**config.mk**
```make
export PLATFORM = sky130hd
export DESIGN_NAME = alu32
export DESIGN_NICKNAME = d
export VERILOG_FILES = /design/src/rtl/alu32_pkg.sv /design/src/rtl/alu_slice.sv /design/src/rtl/alu_msb_slice.sv /design/src/rtl/alu_zero_detect.sv /design/src/rtl/alu32.sv
export SDC_FILE = /design/constraint.sdc
export NUM_CORES = 1
export LEC_CHECK = 0
export CAP_MARGIN = 20
export CORE_MARGIN = 1.5
export CORE_UTILIZATION = 47
export DETAILED_ROUTE_END_ITERATION = 8
export PLACE_DENSITY = 0.9
export SLEW_MARGIN = 20
export SYNTH_ARGS = -nofsm -noshare
export SYNTH_HDL_FRONTEND = slang
export SYNTH_SLANG_ARGS = --single-unit
export TNS_END_PERCENT = 50
```
**constraint.sdc**
```tcl
create_clock -name vclk -period 71.2
set_input_delay 17.8 -clock vclk [all_inputs]
set_output_delay 17.8 -clock vclk [all_outputs]
set_load 0.01 [all_outputs]
```
**src/rtl/alu32_pkg.sv**
```systemverilog
package alu32_pkg;
  localparam int unsigned OP_W = 4;

  localparam logic [OP_W-1:0] OPC_AND = 4'b0000;
  localparam logic [OP_W-1:0] OPC_OR  = 4'b0001;
  localparam logic [OP_W-1:0] OPC_ADD = 4'b0010;
  localparam logic [OP_W-1:0] OPC_SUB = 4'b0110;
  localparam logic [OP_W-1:0] OPC_SLT = 4'b0111;
  localparam logic [OP_W-1:0] OPC_NOR = 4'b1100;

  typedef enum logic [2:0] {
    SEL_AND,
    SEL_OR,
    SEL_NOR,
    SEL_SUM,
    SEL_LESS,
    SEL_NONE
  } res_sel_e;

  typedef struct packed {
    res_sel_e sel;
    logic     invert_b;
    logic     arith;
  } alu_ctl_t;

  function automatic alu_ctl_t decode_op(input logic [OP_W-1:0] code);
    alu_ctl_t c;
    c = '{sel: SEL_NONE, invert_b: 1'b0, arith: 1'b0};
    case (code)
      OPC_AND: c.sel = SEL_AND;
      OPC_OR:  c.sel = SEL_OR;
      OPC_NOR: c.sel = SEL_NOR;
      OPC_ADD: begin c.sel = SEL_SUM;  c.arith = 1'b1; end
      OPC_SUB: begin c.sel = SEL_SUM;  c.arith = 1'b1; c.invert_b = 1'b1; end
      OPC_SLT: begin c.sel = SEL_LESS; c.invert_b = 1'b1; end
      default: c.sel = SEL_NONE;
    endcase
    return c;
  endfunction
endpackage

```
**src/rtl/alu_slice.sv**
```systemverilog
module alu_slice (
  input  logic a_i,
  input  logic b_i,
  input  logic inv_b_i,
  input  logic cin_i,
  output logic sum_o,
  output logic cout_o,
  output logic and_o,
  output logic or_o
);
  logic b_eff;

  always_comb begin
    b_eff  = b_i ^ inv_b_i;
    sum_o  = a_i ^ b_eff ^ cin_i;
    cout_o = (a_i & b_eff) | (cin_i & (a_i ^ b_eff));
    and_o  = a_i & b_i;
    or_o   = a_i | b_i;
  end
endmodule

```
**src/rtl/alu_msb_slice.sv**
```systemverilog
module alu_msb_slice (
  input  logic a_i,
  input  logic b_i,
  input  logic inv_b_i,
  input  logic cin_i,
  output logic sum_o,
  output logic and_o,
  output logic or_o,
  output logic ovf_o,
  output logic less_o
);
  logic b_eff;

  always_comb begin
    b_eff  = b_i ^ inv_b_i;
    sum_o  = a_i ^ b_eff ^ cin_i;
    and_o  = a_i & b_i;
    or_o   = a_i | b_i;
    // same effective operand signs, sum sign flipped away from them
    ovf_o  = ~(a_i ^ b_eff) & (sum_o ^ a_i);
    // sign of the difference, corrected when the subtraction overflows
    less_o = sum_o ^ ovf_o;
  end
endmodule

```
**src/rtl/alu_zero_detect.sv**
```systemverilog
module alu_zero_detect #(
  parameter int unsigned WIDTH = 32
) (
  input  logic [WIDTH-1:0] value_i,
  output logic             zero_o
);
  assign zero_o = ~(|value_i);
endmodule

```
**src/rtl/alu32.sv**
```systemverilog
module alu32 #(
  parameter int unsigned WIDTH = 32
) (
  input  logic [WIDTH-1:0]             opa_i,
  input  logic [WIDTH-1:0]             opb_i,
  input  logic [alu32_pkg::OP_W-1:0]   op_i,
  output logic [WIDTH-1:0]             res_o,
  output logic                         zero_o,
  output logic                         ovf_o
);
  import alu32_pkg::*;

  localparam int unsigned MSB = WIDTH - 1;

  alu_ctl_t         ctl;
  logic [WIDTH-1:0] sum_v;
  logic [WIDTH-1:0] and_v;
  logic [WIDTH-1:0] or_v;
  logic [MSB:0]     carry;
  logic             ovf_raw;
  logic             less_bit;

  assign ctl      = decode_op(op_i);
  assign carry[0] = ctl.invert_b;

  for (genvar i = 0; i < WIDTH; i++) begin : g_bit
    if (i < MSB) begin : g_low
      alu_slice u_slice (
        .a_i    (opa_i[i]),
        .b_i    (opb_i[i]),
        .inv_b_i(ctl.invert_b),
        .cin_i  (carry[i]),
        .sum_o  (sum_v[i]),
        .cout_o (carry[i+1]),
        .and_o  (and_v[i]),
        .or_o   (or_v[i])
      );
    end else begin : g_top
      alu_msb_slice u_slice (
        .a_i    (opa_i[i]),
        .b_i    (opb_i[i]),
        .inv_b_i(ctl.invert_b),
        .cin_i  (carry[i]),
        .sum_o  (sum_v[i]),
        .and_o  (and_v[i]),
        .or_o   (or_v[i]),
        .ovf_o  (ovf_raw),
        .less_o (less_bit)
      );
    end
  end

  always_comb begin
    case (ctl.sel)
      SEL_AND:  res_o = and_v;
      SEL_OR:   res_o = or_v;
      SEL_NOR:  res_o = ~or_v;
      SEL_SUM:  res_o = sum_v;
      SEL_LESS: res_o = {{MSB{1'b0}}, less_bit};
      default:  res_o = '0;
    endcase
  end

  assign ovf_o = ovf_raw & ctl.arith;

  alu_zero_detect #(.WIDTH(WIDTH)) u_zero (
    .value_i(res_o),
    .zero_o (zero_o)
  );
endmodule

```
# == Word level (Yosys, flattened, before mapping) ==
# Cells that the tools add are included.
# word_totals
input_bits,68
output_inout_bits,34
wordCells,278
reg_bits,0
# classes
muxes,4
n_eq_ne,9
reduce_logical,5
bitwise,260
# op_table
op,count
$pmux W32 S5,1
$xor A1 B1 Y1,98
$and A1 B1 Y1,96
$or A1 B1 Y1,63
$not A32 Y32,1
$reduce_or A32 Y1,1
$pmux W3 S5,1
$eq A4 B3 Y1 const B,2
$eq A3 B2 Y1 const B,2
$eq A4 B1 Y1 const B,1
$eq A4 B2 Y1 const B,1
$eq A4 B4 Y1 const B,1
$logic_not A4 Y1,1
$reduce_or A2 Y1,2
$eq A3 B1 Y1 const B,1
$eq A3 B3 Y1 const B,1
$logic_not A3 Y1,1
$mux W1,2
$not A1 Y1,2

# == Longest topological paths before layout ==
# Gate-level depths: netlist of the first run.
# logic_depth
word_depth,74
depth_mapped,45
depth_no_buf,42

# == By module ==
# Synthesis of the first run repeated with hierarchy kept, for this count alone.
# hier_totals
hier_cells,393
hier_area_um2,2816.5
# modules_own_cells
mod,cells_per_inst,area_each_um2,instances,seq_area_each_um2
alu_slice,8,57.6,31,0.0
alu32,124,884.6,1,0.0
alu_msb_slice,10,75.1,1,0.0
alu_zero_detect,11,72.6,1,0.0

# == Worst setup path before layout of the first run ==
# OpenSTA, ideal clock, no wires.
# synth_path
path_type,input -> output
from,input op_i[1] (netlist bit)
to,output zero_o
path_buffers,3
setup_slack_ns,21.428
arrival_ns,31.972
stages,44
required_ns,53.400
path_cell_list,clkbuf_1 -> nand3b_1 -> clkbuf_1 -> buf_1 -> o21ai_0 -> fa_1 -> inv_1 -> fa_1 -> inv_1 -> fa_1 -> fa_1 -> fa_1 -> fa_1 -> fa_1 -> fa_1 -> inv_1 -> fa_1 -> fa_1 -> [... 8 more ...] -> fa_1 -> fa_1 -> fa_1 -> fa_1 -> fa_1 -> fa_1 -> fa_1 -> fa_1 -> fa_1 -> fa_1 -> fa_1 -> fa_1 -> fa_1 -> a222oi_1 -> nand4_1 -> nor4_1 -> nand3_1 -> nor3_2
# synth_via
elab_chain_len,74
elab_cells_between_ends,211
classes_between,9 x eq/ne; 3 x mux; 194 x bitwise; 5 x reduce/logical
# synth_lines
element,line_no,rtl
"start, declared",alu32.sv:6,"input logic [alu32_pkg::OP_W-1:0] op_i,"
$eq A4 B3 Y1,alu32_pkg.sv:29,case (code)
$reduce_or A2 Y1 (no line),-,
$mux W1,alu32_pkg.sv:29,
$xor A1 B1 Y1,alu_slice.sv:14,b_eff = b_i ^ inv_b_i;
$xor A1 B1 Y1,"alu_slice.sv:15, alu_slice.sv:16",
$and A1 B1 Y1,alu_slice.sv:16,cout_o = (a_i & b_eff) | (cin_i & (a_i ^ b_eff));
$or A1 B1 Y1,alu_slice.sv:16,
$and A1 B1 Y1,alu_slice.sv:16,
[... 58 more ...],-,
$or A1 B1 Y1,alu_slice.sv:16,
$xor A1 B1 Y1,alu_msb_slice.sv:16,sum_o = a_i ^ b_eff ^ cin_i;
$xor A1 B1 Y1,alu_msb_slice.sv:20,ovf_o = ~(a_i ^ b_eff) & (sum_o ^ a_i);
$and A1 B1 Y1,alu_msb_slice.sv:20,
$xor A1 B1 Y1,alu_msb_slice.sv:22,less_o = sum_o ^ ovf_o;
$pmux W32 S5 (*),alu32.sv:54,case (ctl.sel)
$reduce_or A32 Y1 (*),alu_zero_detect.sv:7,assign zero_o = ~(|value_i);
$not A1 Y1 (*),alu_zero_detect.sv:7,
"end, declared",alu32.sv:8,"output logic zero_o,"
# Mark *: on every way between the ends. The rest lies on a longest branch, timed or not.

# == Final worst setup path of the first run ==
# layout_path
from,input op_i[3] (netlist bit)
to,output zero_o
# The elaborated chain is that of the path after synthesis.

==> impl_metrics.toml, run 1 <==
[timing]
worstMarginPinSlew_ns = 1.14
rsz0062_at_grt = "false"
fmax_ghz = 0.0194
setup_viol = 0
period_minus_slack_ns = 51.43
hold_viol = 0
relSlewSlack = 0.228
fin_crit_sh = 0.722
whs_ns = 36.75
report.final.slew_viol_count = 0
fin_tns_setup_ns = 0

[floorplan]
io_pins = 102
fp.coreArea_sq_um = 4410
fp.dieW_microns = 71.0
dieArea_sq_um = 5040
start_util = 0.492
die_y_microns = 71.0
rows = 24

[critical_path]
crit_path_frequent_cell = "fa_1"
cp_num_buf_inv = 7
critPathSlowestCell = "clkdlybuf4s50_1"
critical-path-top-delay-family = "adder cells"
cpPeakStageDelay_ns = 0.71
path_max_fanout = 33
cp-start-kind = "primary input"
critPathKind = "primary input to output pin"
worstPathRequired_ns = 53.40
crit_path_end_kind = "output pin"
cp.depth = 44
arrival_ns = 33.63

[drt]
drt_wl_total_microns = 7430
drt-initial-drc-count = 240
vias_per_cell = 6.36
drc = 0
wl_per_cell_microns = 18.6
routed-via-count = 2543
postRouteAntennaNets = 0
drt_pre_antenna_iters = 5

[run]
maxCapViolCount = 0

[place]
port_buffers = 102
placed_cell_area_sq_um = 3210
dp_hpwl_microns = 6020
gp_congestion = 0.995
dp.cells = 400

[clock_network]
cts.repair.resized = 0
cts_setup_buffers = 0
ctsHoldBuffers = 0

[power]
net-switching-power_uw = 12.3
p_leak_nw = 1.15
power-per-cell-area_nw_per_um2 = 7.98
seqPwrFrac = 0
p_int_uw = 13.3
swShare = 0.481
total_power_uw = 25.6
pwr-share-comb = 1.000
clkPwrFrac = 0
ir_drop_uv = 5.92

[global_routing]
grt_pass1_wl_microns = 11900
grt_max_degree = 38
antenna_found_initial = 0
overflow = 0
grt_usage = 0.291
first_global_vias = 2496

[finish]
n_antenna_cell = 0
nClkBuffers = 0
seq_area_sq_um = 0
instances_no_fill = 400
area_delta_synth_final_pct = 48.0
nFlopsAndLatches = 0
drive_gt1_frac = 0.0575
multi_input_area_sq_um = 2030
fillers = 363
nets = 450
stdcell_area_sq_um = 3210

[logic_synthesis]
syn_area_sq_um = 2170
synth_area_leader_cell = "fa_1"
syn_inst = 261
synth_top_cell_area_share = 0.277
avgSynthCellArea_sq_um = 8.32
synth_nets = 361
ys_top_cells_by_area = "fa_1 (28%), xnor2_1 (11%), maj3_1 (8.8%)"
yosysMostFrequentCell = "fa_1"
synth_commonest_cells = "fa_1 (30), xnor2_1 (28), nand2_1 (27)"
yosysSeqAreaShare = 0
yosys_warnings = 0
synth_cell_types = 45

[status]
outcome = "finished clean"

[min_path]
hold_depth = 4
min_path_type = "primary input to output pin"
stage by stage:
step,util,worst slack (ns)
5_1_grt,0.728,19.05
4_1_cts,0.728,19.73
6_report,0.728,19.77
2_1_floorplan,-,21.43
3_5_place_dp,0.728,19.77
3_3_place_gp,0.728,20.04
final timing paths:
| check | startpoint | slack [ns] | to |
|---|---|---|---|
| setup / recovery | op_i[3] | 19.77 | zero_o |
| hold / removal | opa_i[31] | 36.75 | ovf_o |
power by group through the flow:
stage | registers, mW | clock network [mW] | logic [mW]
finish | 0 | 0 | 0.0256
global route | 0 | 0 | 0.0279
CTS | 0 | 0 | 0.0255
detailed placement | 0 | 0 | 0.0253
global placement | 0 | 0 | 0.0243
floorplan | 0 | 0 | 0.0134
cells in the final DEF, fill, tap and decap left out, drive strengths merged, types with 6 or more instances in the layout:
cell / instances
xnor2: 28
clkdlybuf4s50: 102
nor2: 15
inv: 16
fa: 30
or2: 7
o311ai: 6
a221o: 14
nor3: 12
nor4: 6
nand2: 27
maj3: 22
final cells by class:
| cell class | count | share of cell area |
|---|---|---|
| Timing Repair Buffer | 107 | 0.330 |
| Multi-Input combinational cell | 225 | 0.631 |
| Tap cell | 52 | 0.0203 |
| Inverter | 16 | 0.0187 |
cells by family (layout without fill, tap and decap cells):
kind of cell	Yosys count	count (layout)	synth area share
buffers and inverters	36	123	0.0703
adder cells (fa/ha/maj)	54	54	0.391
XOR/XNOR	33	33	0.133
AND/OR/NAND/NOR	87	87	0.210
AO/OA/AOI/OAI	51	51	0.195
layer usage:
layer	track usage	share of wire
met2	0.479	0.49
met4	0.113	0.028
met1	0.393	0.39
met5	0	0
met3	0.0356	0.088
No activity file was read; power rests on OpenSTA's default activity.
==> run 2: changes to the inputs <==
--- a/config.mk
+++ b/config.mk
@@ -7,9 +7,9 @@
 export LEC_CHECK = 0
 export CAP_MARGIN = 20
 export CORE_MARGIN = 1.5
-export CORE_UTILIZATION = 47
+export CORE_UTILIZATION = 44
 export DETAILED_ROUTE_END_ITERATION = 8
-export PLACE_DENSITY = 0.9
+export PLACE_DENSITY = 0.85
 export SLEW_MARGIN = 20
 export SYNTH_ARGS = -nofsm -noshare
 export SYNTH_HDL_FRONTEND = slang
==> constraint.sdc (replaced) <==
create_clock -name vclk -period 50.4
set_input_delay 12.6 -clock vclk [all_inputs]
set_output_delay 12.6 -clock vclk [all_outputs]
set_load 0.01 [all_outputs]
==> run 2 against run 1 <==
Net effect:
- via count fell by 5.0%
- total power rose by 38%
- non-clock buffer count did not move
- hold slack got worse by 10 ns
- combinational power rose by 38%
- wire length fell by 6.9%
- final cell count rose by 3.8%
- sequential share of layout area did not move
==> impl_metrics.toml, run 2 (synthesis gave the netlist of run 1 again) <==
[timing]
relSlewSlack = 0.380
hold_viol = 0
fin_crit_sh = 0.819
setup_viol = 0
report.final.slew_viol_count = 0
fmax_ghz = 0.0242
rsz0062_at_grt = "false"
period_minus_slack_ns = 41.26
whs_ns = 26.34
worstMarginPinSlew_ns = 0.917
fin_tns_setup_ns = 0
layout_setup_ws_ns = 9.14

[finish]
n_antenna_cell = 0
nFlopsAndLatches = 0
drive_gt1_frac = 0.0575
nClkBuffers = 0
area_delta_synth_final_pct = 48.8
final_common_cell = "clkdlybuf4s50_1"
stdcell_area_sq_um = 3230
nets = 450
instances_no_fill = 415
seq_area_sq_um = 0
final_util = 0.684
final_cell_mix = "clkdlybuf4s50_1 (102), fa_1 (30), xnor2_1 (28), nand2_1 (27), maj3_1 (19)"

[critical_path]
critPathKind = "primary input to output pin"
startpoint = "op_i[1]"
path_max_fanout = 33
worstPathRequired_ns = 37.80
crit_path_end_kind = "output pin"
critPathSlowestCell = "clkdlybuf4s50_1"
cp-start-kind = "primary input"
crit_path_frequent_cell = "fa_1"
arrival_ns = 28.66
cpPeakStageDelay_ns = 0.66

[power]
ir_drop_uv = 6.27
total_power_uw = 35.4
p_leak_nw = 1.15
power-per-cell-area_nw_per_um2 = 11.0

[drt]
drt-initial-drc-count = 153
postRouteAntennaNets = 0
wl_per_cell_microns = 16.7
drt_wl_total_microns = 6910
drt_pre_antenna_iters = 4
drc = 0
routed-via-count = 2417
vias_per_cell = 5.82

[place]
gp_congestion = 0.843
dp.cells = 415
dp_hpwl_microns = 5560
placed_cell_area_sq_um = 3230
port_buffers = 102
pre_cts_ws_ns = 9.12

[global_routing]
first_global_vias = 2330
antenna_found_initial = 0
grt_usage = 0.259
overflow = 0
grt_pass1_wl_microns = 11000
grt_max_degree = 38

[status]
outcome = "finished clean"

[min_path]
min_path_type = "primary input to output pin"
hold_start = "opa_i[31]"

[clock_network]
ctsHoldBuffers = 0
cts.repair.resized = 0
cts_setup_buffers = 0

[floorplan]
start_util = 0.460
die_y_microns = 73.2
io_pins = 102
dieArea_sq_um = 5360
fp.coreArea_sq_um = 4720
fp.dieW_microns = 73.2
rows = 25

[run]
maxCapViolCount = 0
[run 2: layer usage]
layer / vias up / GRT usage / part of all wire
met3: 12 / 0.0249 / 0.072
met2: 105 / 0.424 / 0.48
met4: 0 / 0.0503 / 0.015
met1: 1169 / 0.372 / 0.43
li1: 1131 / - / -
met5: - / 0 / 0
[run 2: final cells by class]
cell class | instances | area, sq um
well taps | 67 | 83.8
fillers | 387 | 1490
repair buffers | 107 | 1060
multi-input cells | 225 | 2030
inverters | 16 | 60.1
[run 2: final timing paths]
path / cells after the start / slack [ns] / to
worst min-delay path: 4 / 26.34 / ovf_o
worst max-delay path: 44 / 9.14 / zero_o
[run 2: critical path, delay by kind of cell]
family	cells	cell delay (ns)
AO/OA/AOI/OAI	2	0.59
AND/OR/NAND/NOR	5	0.94
adder cells (fa/ha/maj)	30	12.42
buffers and inverters	7	2.08
[run 2: power by group]
part | internal (mW) | switching [mW]
clock network | 0 | 0
logic | 0.0186 | 0.0168
registers | 0 | 0
